**src/rtl/fsa_pkg.sv**
```systemverilog
package fsa_pkg;

    localparam int ADDR_REG_N   = 8;
    localparam int BLK_REG_IDX  = 0;
    localparam int DBLK_REG_IDX = 2;
    localparam int DPG_REG_IDX  = 3;
    localparam int PAGE_REG_IDX = 7;
    localparam int SBUF_SEL     = 8;
    localparam int PAGE_F_W     = 8;
    localparam int SECT_BYTES_LG  = 9;
    localparam int SPARE_BYTES_LG = 4;

    localparam logic [15:0] BOOT_ARM_CODE  = 16'h00E0;
    localparam logic [15:0] BOOT_LOAD_CODE = 16'h0000;

    typedef enum logic [1:0] {
        BUF_BOOT  = 2'd0,
        BUF_DATA0 = 2'd1,
        BUF_DATA1 = 2'd2
    } buf_sel_e;

    typedef struct packed {
        logic [3:0] bufaddr;
        logic [2:0] count;
    } sbuf_t;

    function automatic logic [15:0] density_mask(input logic [7:0] dev);
        logic [15:0] m;
        m = 16'd1 << (6 + int'(dev[6:4]));
        return dev[3] ? m : 16'd0;
    endfunction

    function automatic logic [15:0] block_field(input logic [15:0] blk,
                                                input logic [7:0]  dev);
        return {4'd0, blk[11:0]} | (blk[15] ? density_mask(dev) : 16'd0);
    endfunction

    function automatic logic [2:0] decode_count(input logic [1:0] f);
        return (f == 2'd0) ? 3'd4 : {1'b0, f};
    endfunction

endpackage

```
**src/rtl/fsa_regs.sv**
```systemverilog
module fsa_regs
    import fsa_pkg::*;
(
    input  logic        clk,
    input  logic        rst,
    input  logic        reg_we,
    input  logic [3:0]  reg_sel,
    input  logic [15:0] reg_wdata,
    input  logic        page_adv,
    output logic [15:0] addr_q [ADDR_REG_N],
    output sbuf_t       sbuf_q
);

    always_ff @(posedge clk) begin
        if (rst) begin
            for (int i = 0; i < ADDR_REG_N; i++) addr_q[i] <= '0;
            sbuf_q.bufaddr <= '0;
            sbuf_q.count   <= 3'd1;
        end else begin
            for (int i = 0; i < ADDR_REG_N; i++) begin
                if (reg_we && reg_sel == 4'(i))
                    addr_q[i] <= reg_wdata;
                else if (i == PAGE_REG_IDX && page_adv)
                    addr_q[i] <= {8'd0, addr_q[i][PAGE_F_W-1:0] + 8'd4};
            end
            if (reg_we && reg_sel == 4'(SBUF_SEL)) begin
                sbuf_q.bufaddr <= reg_wdata[11:8];
                sbuf_q.count   <= decode_count(reg_wdata[1:0]);
            end
        end
    end


    count_range_chk: assert property (@(posedge clk) disable iff (rst)
        sbuf_q.count >= 3'd1 && sbuf_q.count <= 3'd4);

endmodule

```
**src/rtl/fsa_sector_calc.sv**
```systemverilog
module fsa_sector_calc
    import fsa_pkg::*;
#(
    parameter int BF_W       = 14,
    parameter int NUM_BLOCKS = 2048,
    localparam int SEC_W     = BF_W + PAGE_F_W
) (
    input  logic [15:0]      blk_reg,
    input  logic [15:0]      page_reg,
    input  logic [7:0]       dev_code,
    output logic [SEC_W-1:0] sector,
    output logic [BF_W-1:0]  bfield,
    output logic             range_err
);

    logic [15:0] bf_full;

    always_comb begin
        bf_full   = block_field(blk_reg, dev_code);
        bfield    = bf_full[BF_W-1:0];
        range_err = 32'(bf_full) >= NUM_BLOCKS;
        // four sectors per page, 64 pages per block: page bits sit below the block
        sector    = {bfield, page_reg[PAGE_F_W-1:2], page_reg[1:0]};
    end

endmodule

```
**src/rtl/fsa_boot_seq.sv**
```systemverilog
module fsa_boot_seq
    import fsa_pkg::*;
#(
    parameter int SEC_W = 22
) (
    input  logic             clk,
    input  logic             rst,
    input  logic             boot_we,
    input  logic [15:0]      boot_wdata,
    input  logic             reg_we,
    input  logic [SEC_W-1:0] cur_sector,
    output logic             page_adv,
    output logic             boot_load,
    output logic [SEC_W-1:0] boot_sector
);

    logic armed;
    logic accept;

    always_comb begin
        accept   = boot_we && !reg_we;
        page_adv = accept && armed && boot_wdata == BOOT_LOAD_CODE;
    end

    always_ff @(posedge clk) begin
        if (rst) begin
            armed       <= 1'b0;
            boot_load   <= 1'b0;
            boot_sector <= '0;
        end else begin
            boot_load <= page_adv;
            if (page_adv) boot_sector <= cur_sector;
            if (accept) armed <= !armed && boot_wdata == BOOT_ARM_CODE;
        end
    end


    boot_pulse_armed_chk: assert property (@(posedge clk) disable iff (rst)
        boot_load |-> $past(armed) && !armed);


    boot_pulse_single_chk: assert property (@(posedge clk) disable iff (rst)
        boot_load |=> !boot_load);

endmodule

```
**src/rtl/flash_sector_addr.sv**
```systemverilog
module flash_sector_addr
    import fsa_pkg::*;
#(
    parameter int BF_W       = 14,
    parameter int NUM_BLOCKS = 2048,
    localparam int SEC_W     = BF_W + PAGE_F_W
) (
    input  logic             clk,
    input  logic             rst,
    input  logic [7:0]       dev_code,
    input  logic             reg_we,
    input  logic [3:0]       reg_sel,
    input  logic [15:0]      reg_wdata,
    input  logic             boot_we,
    input  logic [15:0]      boot_wdata,
    output logic [SEC_W-1:0] src_sector,
    output logic             src_range_err,
    output logic [SEC_W-1:0] dst_sector,
    output logic             dst_range_err,
    output logic [2:0]       sec_count,
    output logic [1:0]       buf_sel,
    output logic [10:0]      buf_main_off,
    output logic [5:0]       buf_spare_off,
    output logic [SEC_W-1:0] erase_first,
    output logic [SEC_W-1:0] erase_last,
    output logic [15:0]      sbuf_rdata,
    output logic             boot_load,
    output logic [SEC_W-1:0] boot_sector
);

    logic [15:0]      addr_q [ADDR_REG_N];
    sbuf_t            sbuf_q;
    logic             page_adv;
    logic [SEC_W-1:0] sec_v [2];
    logic [BF_W-1:0]  bf_v  [2];
    logic             err_v [2];
    logic [2:0]       cnt_m1;
    buf_sel_e         bsel;

    fsa_regs u_regs (
        .clk       (clk),
        .rst       (rst),
        .reg_we    (reg_we),
        .reg_sel   (reg_sel),
        .reg_wdata (reg_wdata),
        .page_adv  (page_adv),
        .addr_q    (addr_q),
        .sbuf_q    (sbuf_q)
    );

    // port 0: source (block reg 0, page reg 7); port 1: copy-back destination
    for (genvar g = 0; g < 2; g++) begin : g_calc
        localparam int BI = (g == 0) ? BLK_REG_IDX  : DBLK_REG_IDX;
        localparam int PI = (g == 0) ? PAGE_REG_IDX : DPG_REG_IDX;
        fsa_sector_calc #(.BF_W(BF_W), .NUM_BLOCKS(NUM_BLOCKS)) u_calc (
            .blk_reg   (addr_q[BI]),
            .page_reg  (addr_q[PI]),
            .dev_code  (dev_code),
            .sector    (sec_v[g]),
            .bfield    (bf_v[g]),
            .range_err (err_v[g])
        );
    end

    fsa_boot_seq #(.SEC_W(SEC_W)) u_boot (
        .clk         (clk),
        .rst         (rst),
        .boot_we     (boot_we),
        .boot_wdata  (boot_wdata),
        .reg_we      (reg_we),
        .cur_sector  (sec_v[0]),
        .page_adv    (page_adv),
        .boot_load   (boot_load),
        .boot_sector (boot_sector)
    );

    always_comb begin
        src_sector    = sec_v[0];
        src_range_err = err_v[0];
        dst_sector    = sec_v[1];
        dst_range_err = err_v[1];
        erase_first   = {bf_v[0], 8'h00};
        erase_last    = {bf_v[0], 8'hFF};
        sec_count     = sbuf_q.count;
        cnt_m1        = sbuf_q.count - 3'd1;
        sbuf_rdata    = {4'd0, sbuf_q.bufaddr, 6'd0, cnt_m1[1], 1'b0};
        if (!sbuf_q.bufaddr[3])     bsel = BUF_BOOT;
        else if (sbuf_q.bufaddr[2]) bsel = BUF_DATA1;
        else                        bsel = BUF_DATA0;
        buf_sel       = bsel;
        buf_main_off  = 11'(sbuf_q.bufaddr[1:0]) << SECT_BYTES_LG;
        buf_spare_off = 6'(sbuf_q.bufaddr[1:0]) << SPARE_BYTES_LG;
    end


    page_advance_chk: assert property (@(posedge clk) disable iff (rst)
        boot_load |-> addr_q[PAGE_REG_IDX][7:0] == $past(addr_q[PAGE_REG_IDX][7:0]) + 8'd4);


    range_err_chk: assert property (@(posedge clk) disable iff (rst)
        src_range_err |-> 32'(erase_first[SEC_W-1:8]) >= NUM_BLOCKS);


    buf_sel_legal_chk: assert property (@(posedge clk) disable iff (rst)
        buf_sel != 2'd3);

endmodule

```
**config.mk**
```make
export PLATFORM = sky130hd
export DESIGN_NAME = flash_sector_addr
export DESIGN_NICKNAME = d
export VERILOG_FILES = /design/src/rtl/fsa_pkg.sv /design/src/rtl/fsa_regs.sv /design/src/rtl/fsa_sector_calc.sv /design/src/rtl/fsa_boot_seq.sv /design/src/rtl/flash_sector_addr.sv
export SDC_FILE = /design/constraint.sdc
export NUM_CORES = 1
export LEC_CHECK = 0
export BUFFER_PORTS_ARGS = -buffer_cell sky130_fd_sc_hd__buf_2
export CELL_PAD_IN_SITES_DETAIL_PLACEMENT = 1
export CELL_PAD_IN_SITES_GLOBAL_PLACEMENT = 2
export CORE_ASPECT_RATIO = 0.6
export CORE_UTILIZATION = 25
export DETAILED_ROUTE_END_ITERATION = 10
export GPL_ROUTABILITY_DRIVEN = 0
export HOLD_SLACK_MARGIN = 0.03
export PLACE_DENSITY = 0.88
export SETUP_SLACK_MARGIN = 0.3
export SLEW_MARGIN = 40
export SYNTH_ARGS = -nofsm -noshare
export SYNTH_HDL_FRONTEND = slang
export SYNTH_SLANG_ARGS = --single-unit
```
**constraint.sdc**
```tcl
create_clock -name clk -period 2.15 [get_ports clk]
set_input_delay 0.1075 -clock clk [delete_from_list [all_inputs] [get_ports clk]]
set_output_delay 0.1075 -clock clk [all_outputs]
set_load 0.01 [all_outputs]
```
== Yosys cells after proc, flatten, opt, wreduce, memory -nomap -nowiden ==
Cells that the tools add are included.
Widths: inputs -> output; s select.

* $lt $le $gt $ge: 2
* Bitwise logic cells: 2
* Multiplexer cells: 8
* Shift-type cells: 1
* Reduce and logical (&&, ||, !) cells: 15
* $add $sub $neg: 3
* Equality and inequality tests: 5

{| class="wikitable"
|+ Operators with widths
! operator !! number
|-
| $mux 16 || 3
|-
| $ge 16x12->1 const B || 2
|-
| $or 12x16->16 || 2
|-
| $shl 1x32->16 const A || 1
|-
| $eq 16x8->1 const B || 1
|-
| $logic_not 16->1 || 1
|-
| $mux 8 || 2
|-
| $logic_and 1x1->1 || 9
|-
| $add 8x3->8 const B || 1
|-
| $eq 4x2->1 const B || 2
|-
| $add 3x3->4 const A || 1
|-
| $eq 4x3->1 const B || 1
|-
| $eq 4x4->1 const B || 1
|-
| $logic_not 4->1 || 1
|-
| $mux 2 || 2
|-
| $mux 3 || 1
|-
| $logic_not 1->1 || 2
|-
| $logic_not 2->1 || 1
|-
| $reduce_bool 2->1 || 1
|-
| $sub 2x1->2 const B || 1
|}

* Word-level logic and storage cells: 45
* Output and inout port bits: 151
* Bits in registers: 79
* Input bits: 48

== Longest topological paths before layout ==
Gate-level depths: netlist of run 1.

* Depth in word-level cells: 6
* Depth in mapped cells: 6
* Gate-level depth less buffers: 6

== Modules after synthesis ==
A second synthesis of run 1 with hierarchy kept.

* Cell total of the unflattened synthesis: 937
* Area, all modules: 7689.9 µm²

{| class="wikitable"
|+ Modules (own cells, without submodules)
! module !! cells each !! seq. area each (µm²) !! area each (µm²) !! times used
|-
| fsa_regs || 658 || 2702.6 || 5338.9 || 1
|-
| fsa_boot_seq || 110 || 480.5 || 1142.3 || 1
|-
| fsa_sector_calc || 53 || 0.0 || 370.4 || 2
|-
| flash_sector_addr || 63 || 0.0 || 467.9 || 1
|}

== Least setup slack after synthesis of run 1 ==
Ideal clock, no wire load.

* Kind: register -> register
* Start: register u_boot.armed
* End: register u_regs.addr_q[2] (netlist bit)
* Slack: 0.627 ns
* Required time: 2.059 ns
* Arrival time: 1.432 ns
* Period minus slack after synthesis: 1.523 ns
* Stages on the path, launching flop included: 5
* Library setup time: 0.091 ns
* Cell sequence: dfxtp_1 -> or4b_1 -> clkbuf_1 -> or3_1 -> a311oi_1

* Cells in the longest elaborated chain, start to end: 3

{| class="wikitable"
|+ RTL lines
! item !! line !! source
|-
| from (decl) || fsa_boot_seq.sv:17 || <nowiki>logic armed;</nowiki>
|-
| from (signal assigned) || fsa_boot_seq.sv:27 || <nowiki>armed <= 1'b0;</nowiki>
|-
| from (signal assigned) || fsa_boot_seq.sv:33 || <nowiki>if (accept) armed <= !armed && boot_wdata == BOOT_ARM_CODE;</nowiki>
|-
| $logic_and 1x1->1 (2 in series) || fsa_boot_seq.sv:22 || <nowiki>page_adv = accept && armed && boot_wdata == BOOT_LOAD_CODE;</nowiki>
|-
| $reduce_bool 2->1 (no source line) || - ||
|-
| to (signal, indexed assignment) || fsa_regs.sv:22 || <nowiki>addr_q[i] <= reg_wdata;</nowiki>
|-
| to (signal, indexed assignment) || fsa_regs.sv:24 || <nowiki>addr_q[i] <= {8'd0, addr_q[i][PAGE_F_W-1:0] + 8'd4};</nowiki>
|-
| to (decl) || fsa_regs.sv:10 || <nowiki>output logic [15:0] addr_q [ADDR_REG_N],</nowiki>
|}

Every way passes these cells.
A chain may end at the register's enable or synchronous reset.

== Final worst setup path of run 1 ==
* Start: input port dev_code[5]
* End: output port erase_last[14]

* Cells in the longest elaborated chain, start to end: 5

{| class="wikitable"
|+ RTL lines
! item !! line !! source
|-
| from (decl) || flash_sector_addr.sv:10 || <nowiki>input logic [7:0] dev_code,</nowiki>
|-
| $add 3x3->4 || fsa_pkg.sv:29 || <nowiki>m = 16'd1 << (6 + int'(dev[6:4]));</nowiki>
|-
| $shl 1x32->16 || fsa_pkg.sv:29 ||
|-
| $mux 16 || fsa_pkg.sv:30 || <nowiki>return dev[3] ? m : 16'd0;</nowiki>
|-
| $mux 16 || fsa_pkg.sv:35 || <nowiki>return {4'd0, blk[11:0]} | (blk[15] ? density_mask(dev) : 16'd0);</nowiki>
|-
| $or 12x16->16 || fsa_pkg.sv:35 ||
|-
| to (decl) || flash_sector_addr.sv:25 || <nowiki>output logic [SEC_W-1:0] erase_last,</nowiki>
|}

Every way passes these cells.

==> results of run 1 <==
[cell usage after synthesis (3+ instances only)]
master    number  share of area
inv_1          5         0.0048
clkbuf_1      19          0.018
or3_1          3         0.0048
mux2i_1       40           0.10
ha_1           3         0.0095
nand2_1       11          0.010
nor2b_1        4         0.0064
o21bai_1      24          0.046
nor2_1        46          0.044
nand2b_1       4         0.0064
nand4_1        5         0.0079
o21ai_0       12          0.015
nor3_1        28          0.036
buf_2          4         0.0051
nand3_1       18          0.023
a21oi_1       27          0.034
dfxtp_1       73           0.37
o211ai_1       6          0.011
buf_4         89           0.17
[area by class of cell]
cell class                 count  area, um2  area share
clock buffer                   9        225      0.0474
clock inverter                 7       93.8      0.0197
inverter                       5       18.8     0.00395
multi-input combinational    300       1860       0.390
sequential                    73       1460       0.308
tap                          203        254      0.0534
timing repair buffer         161        843       0.177
[power by group through the flow]
stage	Combinational, mW	Clock (mW)	Sequential [mW]
5_1_grt	0.268	1.74	1.37
3_3_place_gp	0.237	0	1.40
4_1_cts	0.244	1.67	1.37
3_5_place_dp	0.244	0	1.40
6_report	0.245	1.62	1.37
2_1_floorplan	0.191	0	1.40
[path summary, 6_finish.rpt]
kind / start / to / cells past startpoint
worst max-delay path: dev_code[5] / erase_last[14] / 6
worst min-delay path: reg_wdata[15] / u_regs.addr_q[127]$_SDFFE_PP0P_ / 3
worst max register to register: u_boot.armed$_SDFFE_PP0P_ / u_regs.addr_q[2]$_SDFFE_PP0P_ / 3
worst min register to register: u_regs.sbuf_q[2]$_SDFFE_PP0P_ / u_regs.sbuf_q[2]$_SDFFE_PP0P_ / 2
[per-layer routing]
| layer | track usage | up-vias |
|---|---|---|
| met4 | 0.0264 | 0 |
| met2 | 0.241 | 113 |
| li1 | - | 1643 |
| met3 | 0.0417 | 9 |
| met1 | 0.226 | 1684 |
| met5 | 0 | - |
[stage by stage]
stage | hold WS [ns] | cell area [um2] | instances | total power [mW] | setup WS [ns]
floorplan | 0.233 | 4080 | 493 | 1.59 | 0.627
global placement | 0.363 | 4430 | 742 | 1.64 | 0.356
detailed placement | 0.396 | 4430 | 742 | 1.65 | 0.304
CTS | 0.0493 | 4740 | 758 | 3.29 | 0.320
global route | 0.0719 | 4750 | 758 | 3.38 | 0.187
finish | 0.0598 | 4750 | 758 | 3.24 | 0.361
[what timing repair did]
| item | CTS | global route |
|---|---|---|
| gates resized for setup | 0 | 2 |
| setup endpoints to repair | 0 | 31 |
| setup buffers | 0 | 0 |
[layout by cell type, fill, tap and decap left out, drive strengths merged, types with 2 or more instances in the layout]
cell,n
a21oi,27
a22oi,2
and2,2
buf,161
bufinv,2
clkbuf,9
clkinv,2
clkinvlp,2
conb,40
dfxtp,73
ha,3
inv,6
mux2i,40
nand2,11
nand2b,5
nand3,18
nand4,5
nand4b,2
nand4bb,2
nor2,46
nor2b,4
nor3,28
nor3b,2
nor4,3
nor4b,3
o211ai,6
o21ai,12
o21bai,24
or3,3
or4b,2
[logic make-up after synthesis]
kind of cell,share of synthesized area
and+or+nand+nor,0.187
buffers and inverters,0.202
AOI/OAI and AO/OA,0.124
DFF,0.371
muxes,0.102
adders and majority gates,0.00953
other,0.00191
xor gates and xnor gates,0.00222
[critical path, delay by kind of cell]
| family | cells | cell delay (ns) |
|---|---|---|
| simple gates | 1 | 0.32 |
| compound gates | 1 | 0.46 |
| buf+inv | 3 | 0.40 |
| fa+ha+maj | 1 | 0.39 |
[registers in the layout, indices dropped and copies added (netlist names)]
name                cells
u_boot.armed            1
u_regs.sbuf_q           7
u_regs.addr_q          42
u_boot.boot_sector     22
u_boot.boot_load        1
==> impl_summary.txt, run 1 <==
----------------------------------------------------
[Status]
  Outcome ... complete, no violations

[GRT]
  Vias in the first global route ... 3371
  First-pass GRT wire length ... 19500 um
  GRT Total Usage ... 0.158
  Maximum number of pins on one net before global-route repair ... 42
  GRT overflow ... 0
  Antenna violations before repair ... 0

[Route]
  Number of DRC violations after detailed routing ... 0
  Wire length reported by the detailed router ... 12900 um
  Via count ... 3449
  Vias per Instance ... 4.55
  Met2 WL post-DR ... 5560 um
  Count of antenna-violating nets left after detailed routing ... 0
  Routed WL per cell ... 17.0 um
  Starting DRC count in detailed routing ... 211
  Detailed-routing wirelength on met1 ... 6450 um
  Top metal layer carrying routed signals ... met4
  Routed length on met3 ... 787 um
  Detailed Routing Iterations Pass 1 ... 6

[Die]
  Number of placed I/O pins ... 199
  Die Width ... 164 um
  Die Outline Area ... 16300 um2
  Standard-cell row count ... 35
  Starting Density ... 0.256
  Core Box Area ... 15400 um2
  Height of the die ... 99.2 um

[Critical path]
  Most repeated library cell on the critical path ... buf_2
  Critical Path End Type ... primary output
  Crit-path cells ... buf_2 -> inv_1 -> ha_1 -> nand4b_1 -> o21bai_1 -> buf_2
  Register-to-register setup slack ... 0.46 ns
  Critical path arrival ... 1.68 ns
  Critical setup path kind ... input port to primary output
  Required @ worst endpoint ... 2.04 ns
  Delay of the slowest cell on the worst path ... 0.46 ns
  Crit Path Max Fanout ... 7
  Crit-path slowest cell ... o21bai_1
  Startpoint types ... input port

[Logic synthesis]
  Number of distinct library cell variants in the gate-level netlist after synthesis ... 44
  Number of warnings printed during yosys synthesis ... 0
  Number of synthesized flops with an enable pin ... 0
  Cell count after synthesis ... 455
  Prevailing post-synth register cell ... dfxtp_1
  Post-synthesis area per instance ... 8.65 um2
  Share of synthesized area occupied by flip-flops and latches ... 0.371
  Synth Register Bits ... 73
  Post-synthesis cell area ... 3940 um2
  Share of synthesized flip-flops with an asynchronous set or reset ... 0

[Clocking]
  Root buffer selected by CTS ... clkbuf_16
  Latest clock arrival within the worst-skew pair ... 0.33 ns
  Post-CTS Hold Fix Bufs ... 0
  Number of clock sinks ... 73
  TritonCTS Buffers ... 9
  TritonCTS clock tree ... built
  Maximum root-to-sink buffer count ... 2
  Clock transition at the registers of the reported paths ... 0.06 ns
  H-Tree Depth ... 3

[Layout]
  Count of antenna diodes in the layout ... 0
  Fraction of final layout cells sized beyond drive strength 1 ... 0.333
  Fill count ... 1835
  Signed area change from the synthesized netlist to the final layout ... 20.7%
  Post-layout nets ... 601
  Layout Utilization ... 0.309

[STA]
  Post-route clock period utilization ... 0.832
  Unrepaired setup endpoints after global routing ... true
  Final period demand of the worst path ... 1.79 ns
  Highest Clock Rate ... 559 MHz
  Transition at the pin with the smallest max-transition slack ... 0.726 ns
  Setup total negative slack ... 0 ns
  Count of endpoints failing setup in the final report ... 0
  Final worst clock skew ... 0.00483 ns
  Hold Fails Final Rpt ... 0
  Number of max-slew violations in the final report ... 0
  Relative slew slack ... 0.516

[Place]
  PortBufs ... 151
  Hpwl dp ... 9980 um

[Pwr]
  Power share of the sequential group ... 0.424
  Share of power burned in combinational logic ... 0.076
  Worst VDD drop ... 0.331 mV
  Clock network fraction of total power ... 0.500
  Internal Power ... 2.46 mW
  Pwr Density ... 681 nW/um2
  Switching share of power ... 0.241
  Leak pwr ... 2.21 nW
  Net switching power figure ... 0.780 mW

[Run]
  Max_cap viols ... 0

[Hold path]
  Tightest Hold Check Type ... input port to flop

----------------------------------------------------
(Power assumes the default switching activity.)
==> inputs of run 2 (changes only) <==
--- a/config.mk
+++ b/config.mk
@@ -5,15 +5,16 @@
 export SDC_FILE = /design/constraint.sdc
 export NUM_CORES = 1
 export LEC_CHECK = 0
+export ABC_AREA = 1
 export BUFFER_PORTS_ARGS = -buffer_cell sky130_fd_sc_hd__buf_2
 export CELL_PAD_IN_SITES_DETAIL_PLACEMENT = 1
 export CELL_PAD_IN_SITES_GLOBAL_PLACEMENT = 2
 export CORE_ASPECT_RATIO = 0.6
-export CORE_UTILIZATION = 25
+export CORE_UTILIZATION = 23
 export DETAILED_ROUTE_END_ITERATION = 10
 export GPL_ROUTABILITY_DRIVEN = 0
 export HOLD_SLACK_MARGIN = 0.03
-export PLACE_DENSITY = 0.88
+export PLACE_DENSITY = 0.87
 export SETUP_SLACK_MARGIN = 0.3
 export SLEW_MARGIN = 40
 export SYNTH_ARGS = -nofsm -noshare
==> constraint.sdc (replaced) <==
create_clock -name clk -period 1.9 [get_ports clk]
set_input_delay 0.095 -clock clk [delete_from_list [all_inputs] [get_ports clk]]
set_output_delay 0.095 -clock clk [all_outputs]
set_load 0.01 [all_outputs]
==> run 2 against run 1 <==
  * Register-to-register slack better by 0.06 ns
  * Non-clock buffer count is 9 higher
  * Setup slack better by 0.0086 ns
==> impl_summary.txt, run 2 <==
----------------------------------------------------
[Status]
  Outcome ... complete, no violations

[Hold path]
  Endpoint of the worst hold-timing path ... u_regs.addr_q[127]$_SDFFE_PP0P_
  Number of instances on the worst hold path ... 3
  Tightest Hold Check Type ... input port to flop
  Hold path start ... reg_wdata[15]

[Logic synthesis]
  Share of synthesized flip-flops with an asynchronous set or reset ... 0
  Number of warnings printed during yosys synthesis ... 0
  Post-synthesis cell area ... 4020 um2
  Synth Register Bits ... 73
  Prevailing post-synth register cell ... dfxtp_1
  Most used standard cells in the synthesized netlist ... 91 x nand2_1, 91 x nor2_1, 90 x buf_4, 73 x dfxtp_1, 60 x inv_1
  Number of distinct library cell variants in the gate-level netlist after synthesis ... 31
  Share of synthesized area occupied by flip-flops and latches ... 0.364
  Post-synthesis area per instance ... 6.93 um2
  Fraction of post-synthesis cell area in the top cell type by area ... 0.364
  Number of synthesized flops with an enable pin ... 0
  Post-synth top area cell ... dfxtp_1
  Cell count after synthesis ... 580
  Ranking of synthesized cells by area ... dfxtp_1 36%, buf_4 17%, nand2_1 8.5%

[Pwr]
  Internal Power ... 2.56 mW
  Share of power burned in combinational logic ... 0.098
  Leak pwr ... 2.61 nW
  Net switching power figure ... 0.978 mW
  Worst VDD drop ... 0.372 mV
  Pwr Density ... 714 nW/um2
  Clock network fraction of total power ... 0.460
  Switching share of power ... 0.277
  Power share of the sequential group ... 0.442

[Layout]
  Biggest register ... u_regs.addr_q
  Count of antenna diodes in the layout ... 0
  Storage element area ... 1460 um2
  Signed area change from the synthesized netlist to the final layout ... 23.2%
  Commonest non-fill, non-tap cell in the layout ... buf_2
  Max FFs per register ... 42
  Post-layout nets ... 741
  Leading cell types in the layout, fill and taps excluded ... 150 x buf_2, 90 x nand2_1, 88 x nor2_1
  Post-layout instance area ... 4950 um2
  Largest registers in the final layout ... u_regs.addr_q x42, u_boot.boot_sector x22, u_regs.sbuf_q x7
  Fraction of final layout cells sized beyond drive strength 1 ... 0.306
  Non-filler cells in the finished layout ... 929
  Area taken by multi-input logic gates ... 1750 um2
  Fill count ... 2201

[Route]
  Wire length reported by the detailed router ... 13200 um
  Starting DRC count in detailed routing ... 153
  Via count ... 3752
  Count of antenna-violating nets left after detailed routing ... 0
  Number of DRC violations after detailed routing ... 0
  Routed WL per cell ... 14.2 um
  Vias per Instance ... 4.04
  Detailed Routing Iterations Pass 1 ... 4

[Place]
  Placed Instance Area ... 4590 um2
  PortBufs ... 151
  Hpwl dp ... 10200 um
  Total instance count after detailed placement ... 912

[GRT]
  First-pass GRT wire length ... 20300 um
  GRT overflow ... 0
  Maximum number of pins on one net before global-route repair ... 65
  Vias in the first global route ... 3504
  GRT Total Usage ... 0.146
  Antenna violations before repair ... 1

[Clocking]
  H-Tree Depth ... 3
  Root buffer selected by CTS ... clkbuf_16
  Number of clock sinks ... 73
  TritonCTS clock tree ... built
  Clock transition at the registers of the reported paths ... 0.06 ns
  Maximum root-to-sink buffer count ... 2
  TritonCTS Buffers ... 9
  Post-CTS Hold Fix Bufs ... 0
  Latest clock arrival within the worst-skew pair ... 0.33 ns

[STA]
  Hold Fails Final Rpt ... 0
  Post-route clock period utilization ... 0.806
  Setup total negative slack ... 0 ns
  Count of endpoints failing setup in the final report ... 0
  Unrepaired setup endpoints after global routing ... false
  Final period demand of the worst path ... 1.53 ns
  Number of max-slew violations in the final report ... 0
  Final worst clock skew ... 0.00346 ns
  Highest Clock Rate ... 653 MHz

[Critical path]
  Startpoint of the worst register-to-register path ... u_boot.armed$_SDFFE_PP0P_
  Critical path buffers and inverters ... 3
  Crit-path slowest cell ... dfxtp_2
  Crit-path cells ... inv_4 -> nor4_2 -> buf_4 -> buf_2
  Crit Path Max Fanout ... 14
  Required @ worst endpoint ... 1.80 ns
  Launching instance or port of the critical path ... u_regs.addr_q[127]$_SDFFE_PP0P_
  Startpoint types ... flop
  Critical setup path kind ... flop to primary output
  RR Endpoint ... u_regs.addr_q[3]$_SDFFE_PP0P_
  Critical path arrival ... 1.44 ns
  Number of cell instances on the worst register-to-register path ... 7
  Register-to-register setup slack ... 0.52 ns
  Critical Path End Type ... primary output
  Delay of the slowest cell on the worst path ... 0.36 ns
  Crit-path leading delay family ... buffers and inverters

[Die]
  Core Box Area ... 17100 um2
  Number of placed I/O pins ... 199
  Height of the die ... 104 um
  Standard-cell row count ... 37
  Starting Density ... 0.235
  Die Outline Area ... 18000 um2
  Die Width ... 173 um

[Run]
  Max_cap viols ... 0

----------------------------------------------------
run 2: changes by cell type in the layout (fill, tap and decap cells not counted), sizes merged, moves of 4 or more:
cell | before | now
o211ai | 6 | 0
mux2i | 40 | 0
nand2 | 11 | 92
a21oi | 27 | 37
nor2b | 4 | 0
nor2 | 46 | 96
o21ai | 12 | 56
inv | 6 | 67
buf | 161 | 170
o21bai | 24 | 12
nor3 | 28 | 3
nand2b | 5 | 0
run 2: through the flow:
stage	power [mW]	hold slack, ns	utilization	worst slack (ns)
after CTS	3.59	0.0565	0.285	0.236
after detailed placement	1.93	0.410	0.268	0.196
after floorplan	1.86	0.243	-	0.343
after global routing	3.69	0.0771	0.289	0.261
final	3.54	0.0673	0.289	0.369
after global placement	1.92	0.394	0.268	0.196
run 2: repair_timing:
| item | CTS | global route |
|---|---|---|
| setup buffers | 0 | 1 |
| pin swaps | 0 | 4 |
| hold endpoints to repair | 0 | 0 |
| endpoints found under the setup margin | 38 | 37 |
| cloned | 0 | 0 |
| gates resized for setup | 4 | 20 |
run 2: power by group through the flow:
| stage | combinational, mW | clock (mW) | sequential, mW |
|---|---|---|---|
| 6_report | 0.348 | 1.63 | 1.56 |
| 5_1_grt | 0.388 | 1.74 | 1.56 |
| 4_1_cts | 0.339 | 1.69 | 1.56 |
| 3_5_place_dp | 0.333 | 0 | 1.60 |
| 3_3_place_gp | 0.329 | 0 | 1.60 |
| 2_1_floorplan | 0.261 | 0 | 1.59 |
run 2: per-layer routing:
metal,global-route usage,up-vias,share of wire
met5,0,-,0
met4,0.0240,0,0.0042
met3,0.0563,5,0.077
met2,0.203,127,0.40
met1,0.212,1708,0.52
li1,-,1912,-
run 2: cell type report:
class,instances,share of cell area
timing repair buffer,170,0.184
sequential,73,0.295
clock inverter,7,0.0111
multi-input combinational,370,0.353
inverter,66,0.0510
tap,234,0.0591
clock buffer,9,0.0455
run 2: logic make-up after synthesis:
family / count (synthesis) / share of synthesized area
XOR/XNOR: 2 / 0.00436
AO/OA/AOI/OAI: 107 / 0.142
adder cells (fa/ha/maj): 3 / 0.00934
flip-flops: 73 / 0.364
AND/OR/NAND/NOR: 218 / 0.226
other: 2 / 0.00187
buffers and inverters: 175 / 0.253
run 2: worst register-to-register path, cell delays in order, from the launching register on:
cell	delay (ns)
dfxtp_1	0.34
nand3_2	0.11
nor2_2	0.16
nand3_2	0.10
buf_4	0.24
nand2_2	0.16
nand2_1	0.07
a21oi_1	0.13
run 2: how the worst max path moves through the flow:
stage / endpoint / slack, ns / cells after the start
after floorplan: erase_last[13] / 0.34 / 6
after global placement: erase_last[15] / 0.20 / 8
after detailed placement: erase_last[15] / 0.20 / 8
after CTS: src_sector[21] / 0.24 / 4
after global routing: erase_first[20] / 0.26 / 4
final: src_sector[20] / 0.37 / 4
==> inputs of run 3 (changes only) <==
==> constraint.sdc (replaced) <==
create_clock -name clk -period 1.5 [get_ports clk]
set_input_delay 0.075 -clock clk [delete_from_list [all_inputs] [get_ports clk]]
set_output_delay 0.075 -clock clk [all_outputs]
set_load 0.01 [all_outputs]
==> run 3 against run 2 <==
  * Core utilization is 5.5 points higher
  * Clock-buffer cell count stayed put
  * Worst hold slack worse by 0.028 ns
  * Clock power is 36% higher
  * Register-to-register slack worse by 0.32 ns
  * Non-clock buffer count is 27 higher
  * Flip-flop and latch count stayed put
  * Cell count is 3.0% higher
  * Critical endpoint is now src_sector[16]
  * Largest cell class unchanged
==> impl_summary.txt, run 3 (synthesis results as in run 2) <==
----------------------------------------------------
[Status]
  Outcome ... complete, no violations

[Hold path]
  Number of instances on the worst hold path ... 4
  Hold path start ... reg_wdata[1]
  Tightest Hold Check Type ... input port to flop
  Endpoint of the worst hold-timing path ... u_regs.sbuf_q[2]$_SDFFE_PP0P_

[Critical path]
  Number of cell instances on the worst register-to-register path ... 7
  Critical path arrival ... 1.33 ns
  Crit-path slowest cell ... dfxtp_4
  Critical setup path kind ... flop to primary output
  Crit Path Max Fanout ... 10
  Critical Path End Type ... primary output
  Required @ worst endpoint ... 1.42 ns
  Startpoint of the worst register-to-register path ... u_boot.armed$_SDFFE_PP0P_
  Launching instance or port of the critical path ... u_regs.addr_q[127]$_SDFFE_PP0P_
  Startpoint types ... flop
  Delay of the slowest cell on the worst path ... 0.38 ns
  Crit-path cells ... inv_8 -> buf_8 -> o21ai_4 -> buf_2
  RR Endpoint ... u_regs.addr_q[3]$_SDFFE_PP0P_
  Register-to-register setup slack ... 0.20 ns

[STA]
  Highest Clock Rate ... 710 MHz
  Number of max-slew violations in the final report ... 0
  Post-route clock period utilization ... 0.939
  Final period demand of the worst path ... 1.41 ns
  Count of endpoints failing setup in the final report ... 0
  Unrepaired setup endpoints after global routing ... true
  Hold Fails Final Rpt ... 0
  Final worst clock skew ... 0.00631 ns
  Setup total negative slack ... 0 ns

[Route]
  Routed length on met3 ... 894 um
  Number of DRC violations after detailed routing ... 0
  Met2 WL post-DR ... 5650 um
  Starting DRC count in detailed routing ... 146
  Detailed Routing Iterations Pass 1 ... 4
  Detailed-routing wirelength on met1 ... 7470 um
  Via count ... 3895
  Wire length reported by the detailed router ... 14100 um
  Vias per Instance ... 4.07
  Count of antenna-violating nets left after detailed routing ... 0
  Routed WL per cell ... 14.8 um
  Top metal layer carrying routed signals ... met4

[Place]
  Hpwl dp ... 10100 um
  PortBufs ... 151
  Total instance count after detailed placement ... 912

[Layout]
  Post-layout nets ... 769
  Commonest non-fill, non-tap cell in the layout ... buf_2
  Area taken by multi-input logic gates ... 2140 um2
  Biggest register ... u_regs.addr_q
  Max FFs per register ... 42
  Storage element area ... 1480 um2
  Leading cell types in the layout, fill and taps excluded ... 127 x buf_2, 80 x nor2_1, 67 x dfxtp_1
  Fraction of final layout cells sized beyond drive strength 1 ... 0.421
  Fill count ... 2125
  Largest registers in the final layout ... u_regs.addr_q x42, u_boot.boot_sector x22, u_regs.sbuf_q x7
  Signed area change from the synthesized netlist to the final layout ... 46.7%
  Non-filler cells in the finished layout ... 957

[Die]
  Die Width ... 173 um
  Starting Density ... 0.235
  Standard-cell row count ... 37
  Height of the die ... 104 um
  Core Box Area ... 17100 um2
  Die Outline Area ... 18000 um2
  Number of placed I/O pins ... 199

[Clocking]
  Number of clock sinks ... 73
  Maximum root-to-sink buffer count ... 2
  Root buffer selected by CTS ... clkbuf_16
  Latest clock arrival within the worst-skew pair ... 0.34 ns
  TritonCTS Buffers ... 9
  TritonCTS clock tree ... built
  H-Tree Depth ... 3
  Clock transition at the registers of the reported paths ... 0.06 ns

[GRT]
  GRT overflow ... 0
  First-pass GRT wire length ... 21500 um
  Vias in the first global route ... 3729
  Antenna violations before repair ... 1
  Maximum number of pins on one net before global-route repair ... 39
  GRT Total Usage ... 0.154

[Pwr]
  Pwr Density ... 799 nW/um2
  Leak pwr ... 2.95 nW
  Worst VDD drop ... 0.459 mV

[Run]
  Max_cap viols ... 0

----------------------------------------------------
-- run 3: per-stage QoR --
stage / hold slack, ns / util / cell area [um2] / power [mW] / setup slack, ns
finish: 0.0394 / 0.344 / 5900 / 4.71 / 0.0915
global route: 0.0536 / 0.344 / 5890 / 4.90 / 0.0570
CTS: 0.0336 / 0.322 / 5510 / 4.73 / 0.112
detailed placement: 0.376 / 0.273 / 4670 / 2.46 / 0.0235
global placement: 0.368 / 0.273 / 4670 / 2.45 / 0.0703
floorplan: 0.223 / - / 4240 / 2.37 / 0.276
-- run 3: per-layer routing --
metal / GRT usage / vias to the layer above
met3: 0.0446 / 7
met2: 0.210 / 118
li1: - / 1975
met4: 0.0265 / 0
met5: 0 / -
met1: 0.234 / 1795
-- run 3: power breakdown --
group / switching (mW) / leakage, nW / internal [mW]
Clock: 0.919 / 0.142 / 1.29
Sequential: 0.0172 / 0.594 / 1.96
Combinational: 0.340 / 2.22 / 0.188
Total: 1.28 / 2.95 / 3.44
-- run 3: repair_timing --
item,in CTS,in global routing
endpoints found under the hold margin,1,0
pin swaps,29,29
hold buffers,1,0
endpoints found under the setup margin,79,86
buffers inserted,14,9
gates resized for setup,84,65
cloned,3,2
-- run 3: worst max path at each step --
stage	end
after global placement	src_sector[10]
after floorplan	erase_last[14]
after global routing	erase_last[21]
after CTS	src_sector[21]
final	src_sector[16]
after detailed placement	src_sector[16]
-- run 3: critical path, delay by kind of cell, from the launching register on --
kind            cells  cell delay, ns
compound gates      1            0.23
buf+inv             3            0.39
flops               1            0.38
-- run 3: area by class of cell --
type                    instances  share of cell area
repair buffers                197               0.239
clock inverters                 6              0.0117
multi-input cells             370               0.364
inverters                      66              0.0448
well taps                     234              0.0497
repair inverters                1             0.00127
diodes                          1            0.000424
flip-flops and latches         73               0.251
clock buffers                   9              0.0382
